## config.mk

```make
export PLATFORM = sky130hd
export DESIGN_NAME = dca_arbiter
export DESIGN_NICKNAME = d
export VERILOG_FILES = /design/src/rtl/dca_pkg.sv /design/src/rtl/dca_in_reg.sv /design/src/rtl/dca_prio_pick.sv /design/src/rtl/dca_dir_pick.sv /design/src/rtl/dca_grant_core.sv /design/src/rtl/dca_arbiter.sv
export SDC_FILE = /design/constraint.sdc
export NUM_CORES = 1
export LEC_CHECK = 0
export BUFFER_PORTS_ARGS = -buffer_cell sky130_fd_sc_hd__buf_2
export CORE_MARGIN = 4
export CORE_UTILIZATION = 41
export CTS_BUF_LIST = sky130_fd_sc_hd__clkbuf_8 sky130_fd_sc_hd__clkbuf_16
export CTS_CLUSTER_DIAMETER = 30
export DETAILED_ROUTE_END_ITERATION = 8
export PLACE_DENSITY = 0.72
export SETUP_SLACK_MARGIN = 0.2
export SYNTH_ARGS = -nofsm -noshare
export SYNTH_HDL_FRONTEND = slang
export SYNTH_SLANG_ARGS = --single-unit
```

## constraint.sdc

```tcl
create_clock -name clk -period 1.4 [get_ports clk]
set_clock_uncertainty 0.1 [all_clocks]
set_input_delay 0.14 -clock clk [delete_from_list [all_inputs] [get_ports clk]]
set_output_delay 0.14 -clock clk [all_outputs]
set_load 0.05 [all_outputs]
```

## src/rtl/dca_pkg.sv

```systemverilog
package dca_pkg;

  typedef enum logic {
    RD_DESC_FIRST = 1'b0,
    RD_HDR_FIRST  = 1'b1
  } rd_pref_e;

  typedef enum logic {
    DIR_RX_FIRST = 1'b0,
    DIR_TX_FIRST = 1'b1
  } dir_pref_e;

endpackage

```

## src/rtl/dca_in_reg.sv

```systemverilog
module dca_in_reg #(
  parameter int W = 8
) (
  input  logic         clk,
  input  logic         rst,
  input  logic [W-1:0] d,
  output logic [W-1:0] q
);

  always_ff @(posedge clk) begin
    if (rst) q <= '0;
    else     q <= d;
  end

endmodule

```

## src/rtl/dca_prio_pick.sv

```systemverilog
// Fixed-priority picker: the highest set index wins.
module dca_prio_pick #(
  parameter int N = 4
) (
  input  logic [N-1:0] req,
  output logic [N-1:0] gnt
);

  for (genvar i = 0; i < N; i++) begin : g_bit
    if (i == N - 1) begin : g_top
      assign gnt[i] = req[i];
    end else begin : g_low
      assign gnt[i] = req[i] & ~(|req[N-1:i+1]);
    end
  end

endmodule

```

## src/rtl/dca_dir_pick.sv

```systemverilog
// Two-group picker: a direction bit picks the winning group,
// and the highest index wins inside that group.
module dca_dir_pick
  import dca_pkg::*;
#(
  parameter int NTX = 4,
  parameter int NRX = 4
) (
  input  logic           en,
  input  dir_pref_e      pref,
  input  logic [NTX-1:0] tx_req,
  input  logic [NRX-1:0] rx_req,
  output logic [NTX-1:0] tx_gnt,
  output logic [NRX-1:0] rx_gnt
);

  logic [NTX-1:0] tx_pick;
  logic [NRX-1:0] rx_pick;
  logic           tx_any, rx_any, tx_win, rx_win;

  dca_prio_pick #(.N(NTX)) u_tx (.req(tx_req), .gnt(tx_pick));
  dca_prio_pick #(.N(NRX)) u_rx (.req(rx_req), .gnt(rx_pick));

  always_comb begin
    tx_any = |tx_req;
    rx_any = |rx_req;
    tx_win = en & tx_any & ((pref == DIR_TX_FIRST) | ~rx_any);
    rx_win = en & rx_any & ~tx_win;
    tx_gnt = tx_pick & {NTX{tx_win}};
    rx_gnt = rx_pick & {NRX{rx_win}};
  end

endmodule

```

## src/rtl/dca_grant_core.sv

```systemverilog
// Combinational grant decode for both cache ports.
module dca_grant_core
  import dca_pkg::*;
#(
  parameter int NTX = 4,
  parameter int NRX = 4
) (
  input  rd_pref_e       rd_pref,
  input  dir_pref_e      dir_pref,
  input  logic [NTX-1:0] seg_en,
  input  logic [NTX-1:0] tx_dfill,
  input  logic [NRX-1:0] rx_dfill,
  input  logic [NTX-1:0] tx_drd,
  input  logic [NRX-1:0] rx_drd,
  input  logic [NTX-1:0] tx_hfill,
  input  logic [NTX-1:0] tx_hrd,
  output logic [NTX-1:0] tx_dfill_g,
  output logic [NRX-1:0] rx_dfill_g,
  output logic [NTX-1:0] tx_drd_g,
  output logic [NRX-1:0] rx_drd_g,
  output logic [NTX-1:0] tx_hfill_g,
  output logic [NTX-1:0] tx_hrd_g
);

  logic [NTX-1:0] hfill_ok, hrd_ok, hfill_pick, hrd_pick;
  logic           desc_busy, hdr_busy, drd_any, hrd_any;
  logic           drd_en, hrd_en;

  always_comb begin
    hfill_ok  = tx_hfill & seg_en;
    hrd_ok    = tx_hrd & seg_en;
    desc_busy = (|tx_dfill) | (|rx_dfill);
    hdr_busy  = (|hfill_ok) & ~desc_busy;
    drd_any   = (|tx_drd) | (|rx_drd);
    hrd_any   = |hrd_ok;
    // one shared read slot; the preference bit only matters when both ports are free
    drd_en = ~desc_busy & (hdr_busy | ~hrd_any | (rd_pref == RD_DESC_FIRST));
    hrd_en = ~hdr_busy & (desc_busy | ~drd_any | (rd_pref == RD_HDR_FIRST));
  end

  dca_dir_pick #(.NTX(NTX), .NRX(NRX)) u_dfill (
    .en(1'b1), .pref(dir_pref), .tx_req(tx_dfill), .rx_req(rx_dfill),
    .tx_gnt(tx_dfill_g), .rx_gnt(rx_dfill_g)
  );

  dca_dir_pick #(.NTX(NTX), .NRX(NRX)) u_drd (
    .en(drd_en), .pref(dir_pref), .tx_req(tx_drd), .rx_req(rx_drd),
    .tx_gnt(tx_drd_g), .rx_gnt(rx_drd_g)
  );

  dca_prio_pick #(.N(NTX)) u_hfill (.req(hfill_ok), .gnt(hfill_pick));
  dca_prio_pick #(.N(NTX)) u_hrd   (.req(hrd_ok),   .gnt(hrd_pick));

  assign tx_hfill_g = hfill_pick & {NTX{hdr_busy}};
  assign tx_hrd_g   = hrd_pick & {NTX{hrd_en}};

endmodule

```

## src/rtl/dca_arbiter.sv

```systemverilog
module dca_arbiter
  import dca_pkg::*;
#(
  parameter int NTX = 4,
  parameter int NRX = 4
) (
  input  logic           clk,
  input  logic           rst,
  input  logic           cfg_hdr_rd_first,
  input  logic           cfg_tx_first,
  input  logic [NTX-1:0] tx_seg_en,
  input  logic [NTX-1:0] tx_dfill_req,
  input  logic [NRX-1:0] rx_dfill_req,
  input  logic [NTX-1:0] tx_drd_req,
  input  logic [NRX-1:0] rx_drd_req,
  input  logic [NTX-1:0] tx_hfill_req,
  input  logic [NTX-1:0] tx_hrd_req,
  output logic [NTX-1:0] tx_dfill_gnt,
  output logic [NRX-1:0] rx_dfill_gnt,
  output logic [NTX-1:0] tx_drd_gnt,
  output logic [NRX-1:0] rx_drd_gnt,
  output logic [NTX-1:0] tx_hfill_gnt,
  output logic [NTX-1:0] tx_hrd_gnt
);

  localparam int IW = 2 + 5 * NTX + 2 * NRX;

  logic [IW-1:0]  in_d, in_q;
  logic           q_hdr_first, q_tx_first;
  logic [NTX-1:0] q_seg, q_tx_dfill, q_tx_drd, q_tx_hfill, q_tx_hrd;
  logic [NRX-1:0] q_rx_dfill, q_rx_drd;
  rd_pref_e       rd_pref;
  dir_pref_e      dir_pref;

  assign in_d = {cfg_hdr_rd_first, cfg_tx_first, tx_seg_en, tx_dfill_req,
                 rx_dfill_req, tx_drd_req, rx_drd_req, tx_hfill_req, tx_hrd_req};

  dca_in_reg #(.W(IW)) u_in (.clk(clk), .rst(rst), .d(in_d), .q(in_q));

  assign {q_hdr_first, q_tx_first, q_seg, q_tx_dfill,
          q_rx_dfill, q_tx_drd, q_rx_drd, q_tx_hfill, q_tx_hrd} = in_q;

  assign rd_pref  = q_hdr_first ? RD_HDR_FIRST : RD_DESC_FIRST;
  assign dir_pref = q_tx_first  ? DIR_TX_FIRST : DIR_RX_FIRST;

  dca_grant_core #(.NTX(NTX), .NRX(NRX)) u_core (
    .rd_pref(rd_pref), .dir_pref(dir_pref), .seg_en(q_seg),
    .tx_dfill(q_tx_dfill), .rx_dfill(q_rx_dfill),
    .tx_drd(q_tx_drd), .rx_drd(q_rx_drd),
    .tx_hfill(q_tx_hfill), .tx_hrd(q_tx_hrd),
    .tx_dfill_g(tx_dfill_gnt), .rx_dfill_g(rx_dfill_gnt),
    .tx_drd_g(tx_drd_gnt), .rx_drd_g(rx_drd_gnt),
    .tx_hfill_g(tx_hfill_gnt), .tx_hrd_g(tx_hrd_gnt)
  );

endmodule

```

==> run metrics, run 1 <==
Exit stage=5_1_grt; die height=62.5 um; average size of a mapped cell=a little under 10 um^2; Clock Tree Root=clkbuf_8; cts bufs inserted=5; status=aborted with a tool error; Ys Warns=0; Post-Syn Instances=124; Mapped Area=1220 um^2; H-tree level count=2; num ports=56; syn nets=156; #FFs+latches synth=30; top cells by area, synth=dfxtp_1 49%, nor2b_1 15%, nor4b_2 3.7%; worst endpoint after global-route timing repair=tx_drd_gnt[3]; GPL Wtd Cong=0.806; number of enable flip-flop cells after synthesis=0; share of the yosys chip area belonging to registers=0.493; clk sinks=30; worst endpoint type=top-level output; std cell rows=19; clock buffer depth=2; DP Area=around 2100 um^2; asr flop ratio synth=0; initial cell density of the core=0.434; top cell type by total area after synthesis=dfxtp_1; Synth top area share=0.493; largest net degree at the start of global routing=31; synth unique cells=28; DP HPWL=about 2800 um; input/output buffers=55; Log Error=[ERROR DPL-0038] Utilization greater than 100%, impossible to legalize; top_reg_cell synth=dfxtp_1; die extent in x=62.5 um
## through the flow
| step | setup slack [ns] | instances | utilization |
|---|---|---|---|
| detailed placement | -0.522 | 245 | 0.749 |
| global placement | -0.487 | 245 | 0.749 |
| floorplan | -0.627 | 124 | - |
| CTS | -0.730 | 281 | 0.962 |
## cells in the mapped netlist, drive strengths merged, types with 2 or more instances
library cell and n:
a211oi 5, a21boi 2, a22o 2, clkbuf 3, dfxtp 30, inv 3
nand2 8, nand3 4, nand3b 2, nor2 6, nor2b 30, nor3 6
nor3b 3, nor4 4, nor4b 3, o211ai 2, or4 2
## kinds of logic after synthesis
family,after synthesis,share of synthesized area
and+or+nand+nor,72,0.365
buffers and inverters,6,0.0185
AOI/OAI and AO/OA,16,0.123
DFF,30,0.493
## repair_timing
action | 4_1_cts
pin swaps | 13
resized for setup | 61
hold buffers | 26
setup endpoints to repair | 24
endpoints found under the hold margin | 26
setup buffers | 2
==> inputs of run 2 (changes only) <==
--- a/config.mk
+++ b/config.mk
@@ -6,13 +6,10 @@
 export NUM_CORES = 1
 export LEC_CHECK = 0
 export BUFFER_PORTS_ARGS = -buffer_cell sky130_fd_sc_hd__buf_2
-export CORE_MARGIN = 4
-export CORE_UTILIZATION = 41
-export CTS_BUF_LIST = sky130_fd_sc_hd__clkbuf_8 sky130_fd_sc_hd__clkbuf_16
-export CTS_CLUSTER_DIAMETER = 30
+export CORE_AREA = 4 4 65 67
 export DETAILED_ROUTE_END_ITERATION = 8
-export PLACE_DENSITY = 0.72
-export SETUP_SLACK_MARGIN = 0.2
+export DIE_AREA = 0 0 69 71
+export PLACE_DENSITY_LB_ADDON = 0.15
 export SYNTH_ARGS = -nofsm -noshare
 export SYNTH_HDL_FRONTEND = slang
 export SYNTH_SLANG_ARGS = --single-unit
==> constraint.sdc (replaced) <==
create_clock -name clk -period 1.8 [get_ports clk]
set_clock_uncertainty 0.1 [all_clocks]
set_input_delay 0.18 -clock clk [delete_from_list [all_inputs] [get_ports clk]]
set_output_delay 0.18 -clock clk [all_outputs]
set_load 0.05 [all_outputs]
==> run metrics, run 2 <==
synth unique cells=28 (unchanged); initial cell density of the core=0.335 (-0.0989); number of global-route vias before repair=1197; Initial DRC Count=30; cts bufs inserted=5 (unchanged); number of setup violations in the final report=23; Clock power frac=0.338; GR Layer Usage met3=0.0568; Pwr Total=1630 uW; Mapped Area=1220 um^2 (unchanged); Placeable Area=between 3000 and 4000 um^2; GR Overflow Total=0; Ys Warns=0 (unchanged); Hold Startpoint=tx_hfill_req[0]; FILL cells=283; final hold violation count=0; Antenna diodes=0; top cell type by total area after synthesis=dfxtp_1; DP HPWL=2570 um (-8.7%); hold depth=2; top cells by area, synth=dfxtp_1 49%, nor2b_1 15%, nor4b_2 3.7%; Biggest register=u_in.q; vias=1217; DRT Pass-1 Iters=4; gr usage total=0.141; Power Internal=1180 uW; die extent in x=69 um (+10%); Die Area=4900 um^2; commonest non-fill, non-tap cell in the layout=buf_2; status=finished, violations left; H-tree level count=2 (unchanged); fin crit period=2.12 ns; num ports=56 (unchanged); Hold Crit Class=in2reg; die height=71 um (+14%); fin util=0.657; Net Sw Frac=0.274; final WL=3300 um; top_reg_cell synth=dfxtp_1; Max IR drop VDD=0.578 mV; Slew HR=0.665; GRT busiest layer=met2; # DRC=0; P_sw=448 uW; PwrDens=684 nW/um^2; most frequent cells in the layout=31 x buf_2, 30 x nor2b_1, 24 x buf_6; biggest regs=u_in.q: 30 flops; top cells by count, synth=30 x dfxtp_1, 30 x nor2b_1, 8 x nand2_1, 6 x nor2_1, 6 x nor3_1; grt met1 use=0.155; Final Max Tran Viols=0; Comb power frac=0.211; clk sinks=30 (unchanged); #FFs+latches synth=30 (unchanged); input/output buffers=55 (unchanged); Clock Tree Root=clkbuf_8; share of the yosys chip area belonging to registers=0.493 (unchanged); initial antenna violation count=0; Post-Syn Instances=124 (unchanged); Worst Path Max Fanout=3; Routed Antenna Nets=0; Final #Nets=248; CTS tree=yes; Worst-path clk slew=0.06 ns; asr flop ratio synth=0 (unchanged); Synth top area share=0.493 (unchanged); Crit. End Element=output port; average size of a mapped cell=9.82 um^2 (unchanged); share of cells above drive strength 1=0.618; WL per Instance=between 10 and 15 um; Max Cap Viol=0; RSZ-0062 raised after global routing=true; syn nets=156 (unchanged); Largest register FFs=30; area grow syn2layout=96.0%; final period utilization=1.18; Final WS setup=-0.317 ns; Leak=roughly 0.001 uW; Startpoint Class=flop; Peak Freq=472 MHz; CP arrival=1.84 ns; sequential power share=0.451; std cell rows=22 (+3); largest net degree at the start of global routing=31; GPL Wtd Cong=0.844 (+4.8%); Required @ worst endpoint=1.52 ns; end of the worst hold path=u_in.q[4]; violated checks=setup timing; global-route wire length before repair=5410 um; critical path type=reg2out; Vias/cell=4.59; clock buffer depth=2 (unchanged); slew at the pin with the worst max-slew slack=approximately 0.5 ns; number of enable flip-flop cells after synthesis=0 (unchanged); met2 Use GR=0.239
run 2: cell counts after synthesis:
Identical to the previous run, type by type.
run 2: final cells by class:
class	instances	area, um^2	share of cell area
Clock buffer	6	82.6	0.0346
Inverter	3	11.3	0.00472
Timing Repair Buffer	88	736	0.308
Multi-Input combinational cell	88	871	0.365
Clock inverter	2	12.5	0.00524
Sequential cell	30	613	0.257
Tap cell	48	60.1	0.0252
run 2: power by group through the flow:
| stage | registers [uW] | clock network [uW] | logic, uW |
|---|---|---|---|
| finish | 736 | 552 | 344 |
| detailed placement | 746 | 0 | 294 |
| global route | 740 | 605 | 369 |
| floorplan | 745 | 0 | 175 |
| global placement | 744 | 0 | 286 |
| CTS | 734 | 575 | 337 |
run 2: what timing repair did:
action | CTS | global route
hold buffers | 6 | 1
endpoints found under the hold margin | 6 | 1
gates resized for setup | 63 | 9
endpoints found under the setup margin | 24 | 24
pin swaps | 14 | 11
setup buffers | 4 | 1
run 2: worst max path at each step:
stage                from               to  slack, ns  cells after the start
3_5_place_dp   u_in.q[16]  tx_dfill_gnt[0]      -0.11                      4
6_report       u_in.q[17]  tx_dfill_gnt[0]      -0.32                      4
5_1_grt        u_in.q[17]    tx_hrd_gnt[2]      -0.38                      5
3_3_place_gp   u_in.q[16]  tx_dfill_gnt[0]      -0.09                      4
2_1_floorplan  u_in.q[25]    rx_drd_gnt[2]      -0.27                      3
4_1_cts        u_in.q[20]    tx_hrd_gnt[2]      -0.35                      5
run 2: logic make-up (layout without fill, tap and decap cells):
| kind of cell | after synthesis | in the layout | synth area share |
|---|---|---|---|
| and+or+nand+nor | 72 | 72 | 0.365 |
| buffers and inverters | 6 | 99 | 0.0185 |
| DFF | 30 | 30 | 0.493 |
| AOI/OAI and AO/OA | 16 | 16 | 0.123 |
run 2: metal layers:
layer	part of all wire	vias to the layer above
met1	0.40	559
met2	0.52	35
li1	-	619
met3	0.065	4
met5	0	-
met4	0.014	0
run 2: metrics by stage:
stage	TNS (ns)	cells	hold slack (ns)	worst slack (ns)	instance area (um^2)
6_report	-4.99	265	0.00922	-0.317	2390
2_1_floorplan	-2.37	124	0.208	-0.267	1440
4_1_cts	-5.64	264	0.0000491	-0.346	2340
3_3_place_gp	-0.735	249	0.289	-0.0902	1970
3_5_place_dp	-0.986	249	0.292	-0.114	1970
5_1_grt	-6.83	265	0.00588	-0.379	2390
run 2: critical path, cell delays in order (launching register included):
cell	delay, ns
dfxtp_2	0.34
or4_4	0.54
a21o_4	0.25
nor4b_4	0.22
buf_6	0.20
Note: power is estimated with default switching activity, not from simulation.
==> inputs of run 3 (changes only) <==
--- a/config.mk
+++ b/config.mk
@@ -9,6 +9,7 @@
 export CORE_AREA = 4 4 65 67
 export DETAILED_ROUTE_END_ITERATION = 8
 export DIE_AREA = 0 0 69 71
+export GPL_TIMING_DRIVEN = 0
 export PLACE_DENSITY_LB_ADDON = 0.15
 export SYNTH_ARGS = -nofsm -noshare
 export SYNTH_HDL_FRONTEND = slang
==> constraint.sdc (replaced) <==
create_clock -name clk -period 2.1 [get_ports clk]
set_clock_uncertainty 0.1 [all_clocks]
set_input_delay 0.105 -clock clk [delete_from_list [all_inputs] [get_ports clk]]
set_output_delay 0.105 -clock clk [all_outputs]
set_load 0.05 [all_outputs]
==> run metrics, run 3 (synthesized netlist as in run 2, its figures left out) <==
Comb power frac=0.184 (-0.027); clock buffer depth=2 (unchanged); Largest delay share family, worst path=simple AND/OR/NAND/NOR gates; H-tree level count=2 (unchanged); final cell count without fillers=269 (+1.5%); num ports=56 (unchanged); Slowest-stage cell, CP=or4_4; critical path type=reg2out; end of the worst hold path=u_in.q[27]; # DRC=0 (unchanged); initial cell density of the core=0.335 (unchanged); Largest register FFs=30 (unchanged); Slew HR=0.621 (-0.0439); Net Sw Frac=0.266 (-0.00787); Initial DRC Count=26 (-13%); Worst Path Max Fanout=4 (+1); number of global-route vias before repair=1255 (+4.8%); biggest regs=u_in.q: 30 flops; CP Cell Sequence=or4_4 > a21o_4 > nor4b_4 > buf_6; GPL Wtd Cong=0.746 (-12%); area grow syn2layout=82.3%; share of cells above drive strength 1=0.430 (-0.188); cts bufs inserted=5 (unchanged); commonest non-fill, non-tap cell in the layout=buf_2; Routed Antenna Nets=0 (unchanged); RSZ-0062 raised after global routing=true; Worst path max stage delay=0.55 ns (about the same); Antenna diodes=0 (unchanged); die height=71 um (unchanged); initial antenna violation count=0 (unchanged); PwrDens=612 nW/um^2 (-11%); Die Area=4900 um^2 (unchanged); dpl ws=-0.0128 ns (+0.101 ns); Peak Freq=467 MHz; sequential power share=0.470 (+0.019); CP arrival=1.94 ns (+0.10 ns); DP Area=1580 um^2 (-20%); violated checks=setup timing; Worst-path clk slew=0.06 ns (about the same); number of setup violations in the final report=5 (-78%); fin crit period=2.14 ns; Leak=0.000910 uW (-6.4%); final WL=3330 um (+0.79%); final period utilization=1.02; Final #Nets=252 (+1.6%); Clock Tree Root=clkbuf_8; hold depth=2 (unchanged); gr usage total=0.140 (-0.00174); largest net degree at the start of global routing=11 (-65%); Final Max Tran Viols=0 (unchanged); Max IR drop VDD=0.410 mV (-29%); register cell area after layout=607 um^2 (-1.0%); input/output buffers=54 (-1.8%); WL per Instance=12.4 um (-0.71%); global-route wire length before repair=5400 um (-0.13%); std cell rows=22 (unchanged); Post-Layout Inst Area=2220 um^2 (-7.0%); Crit. End Element=output port; status=finished, violations left; Placeable Area=3630 um^2 (unchanged); Hold Crit Class=in2reg; DP HPWL=2370 um (-7.9%); Final WS setup=-0.0405 ns (+0.277 ns); clk sinks=30 (unchanged); Power Internal=996 uW (-16%); final hold violation count=0 (unchanged); Hold Startpoint=rst; CP Buf/Inv Count=1 (unchanged); Clock power frac=0.346 (+0.008); Biggest register=u_in.q; vias=1225 (+0.66%); GR Overflow Total=0 (unchanged); Vias/cell=4.55 (-0.84%); FILL cells=331 (+17%); Required @ worst endpoint=1.89 ns (+0.37 ns); Startpoint Class=flop; Multi-input gate area=754 um^2 (-13%); slew at the pin with the worst max-slew slack=0.566 ns (+0.0633 ns); die extent in x=69 um (unchanged); DP Cell Count=226 (-9.2%); P_sw=361 uW (-19%); CTS tree=yes; Max Cap Viol=0 (unchanged); DRT Pass-1 Iters=4 (unchanged); most frequent cells in the layout=37 x buf_2, 30 x nor2b_1, 30 x dlygate4sd3_1
==> run 3: cell types whose count changed in the layout (fill, tap and decap cells not counted), sizes merged <==
cell	before	now
clkbuf	7	11
dlygate4sd3	7	30
buf	80	57
==> run 3: power groups by stage <==
stage               clock [uW]  sequential, uW  combinational (uW)
floorplan                    0             631                 121
global placement             0             636                 168
detailed placement           0             637                 173
CTS                        480             630                 232
global route               507             642                 270
finish                     470             637                 250
==> run 3: how the worst max path moves through the flow <==
stage	from	endpoint	slack, ns	cells after the start
floorplan	u_in.q[25]	rx_drd_gnt[3]	-0.34	3
global placement	u_in.q[22]	tx_drd_gnt[2]	0.09	4
detailed placement	u_in.q[22]	rx_drd_gnt[2]	-0.01	4
CTS	u_in.q[16]	tx_dfill_gnt[0]	-0.03	4
global route	u_in.q[17]	tx_dfill_gnt[0]	-0.11	4
finish	u_in.q[17]	tx_dfill_gnt[0]	-0.04	4
==> run 3: timing repair <==
| item | 4_1_cts | 5_1_grt |
|---|---|---|
| buffers inserted | 2 | 3 |
| hold buffers | 30 | 0 |
| hold endpoints to repair | 30 | 0 |
| gates resized for setup | 20 | 37 |
| pin swaps | 5 | 5 |
| endpoints found under the setup margin | 20 | 17 |
==> run 3: final cells by class <==
type	count	share of cell area
clock inverters	2	0.00564
multi-input cells	88	0.340
repair buffers	89	0.307
flip-flops and latches	30	0.273
clock buffers	6	0.0372
well taps	48	0.0271
inverters	3	0.00507
plain buffers	3	0.00507
==> run 3: stage by stage <==
step	power, uW	hold WS (ns)	utilization	TNS, ns
detailed placement	810	0.219	0.436	-0.0250
CTS	1340	0.0964	0.570	-0.0628
global placement	804	0.213	0.436	0
global route	1420	0.115	0.611	-0.572
floorplan	752	0.133	-	-2.18
finish	1360	0.0894	0.611	-0.0851
==> run 3: routing by layer <==
| layer | share of wire | routed length [um] | up-vias | global-route usage |
|---|---|---|---|---|
| li1 | - | - | 626 | - |
| met2 | 0.52 | 1730 | 35 | 0.242 |
| met3 | 0.058 | 193 | 7 | 0.0568 |
| met1 | 0.40 | 1340 | 557 | 0.151 |
| met4 | 0.018 | 59 | 0 | 0.0586 |
| met5 | 0 | 0 | - | 0 |
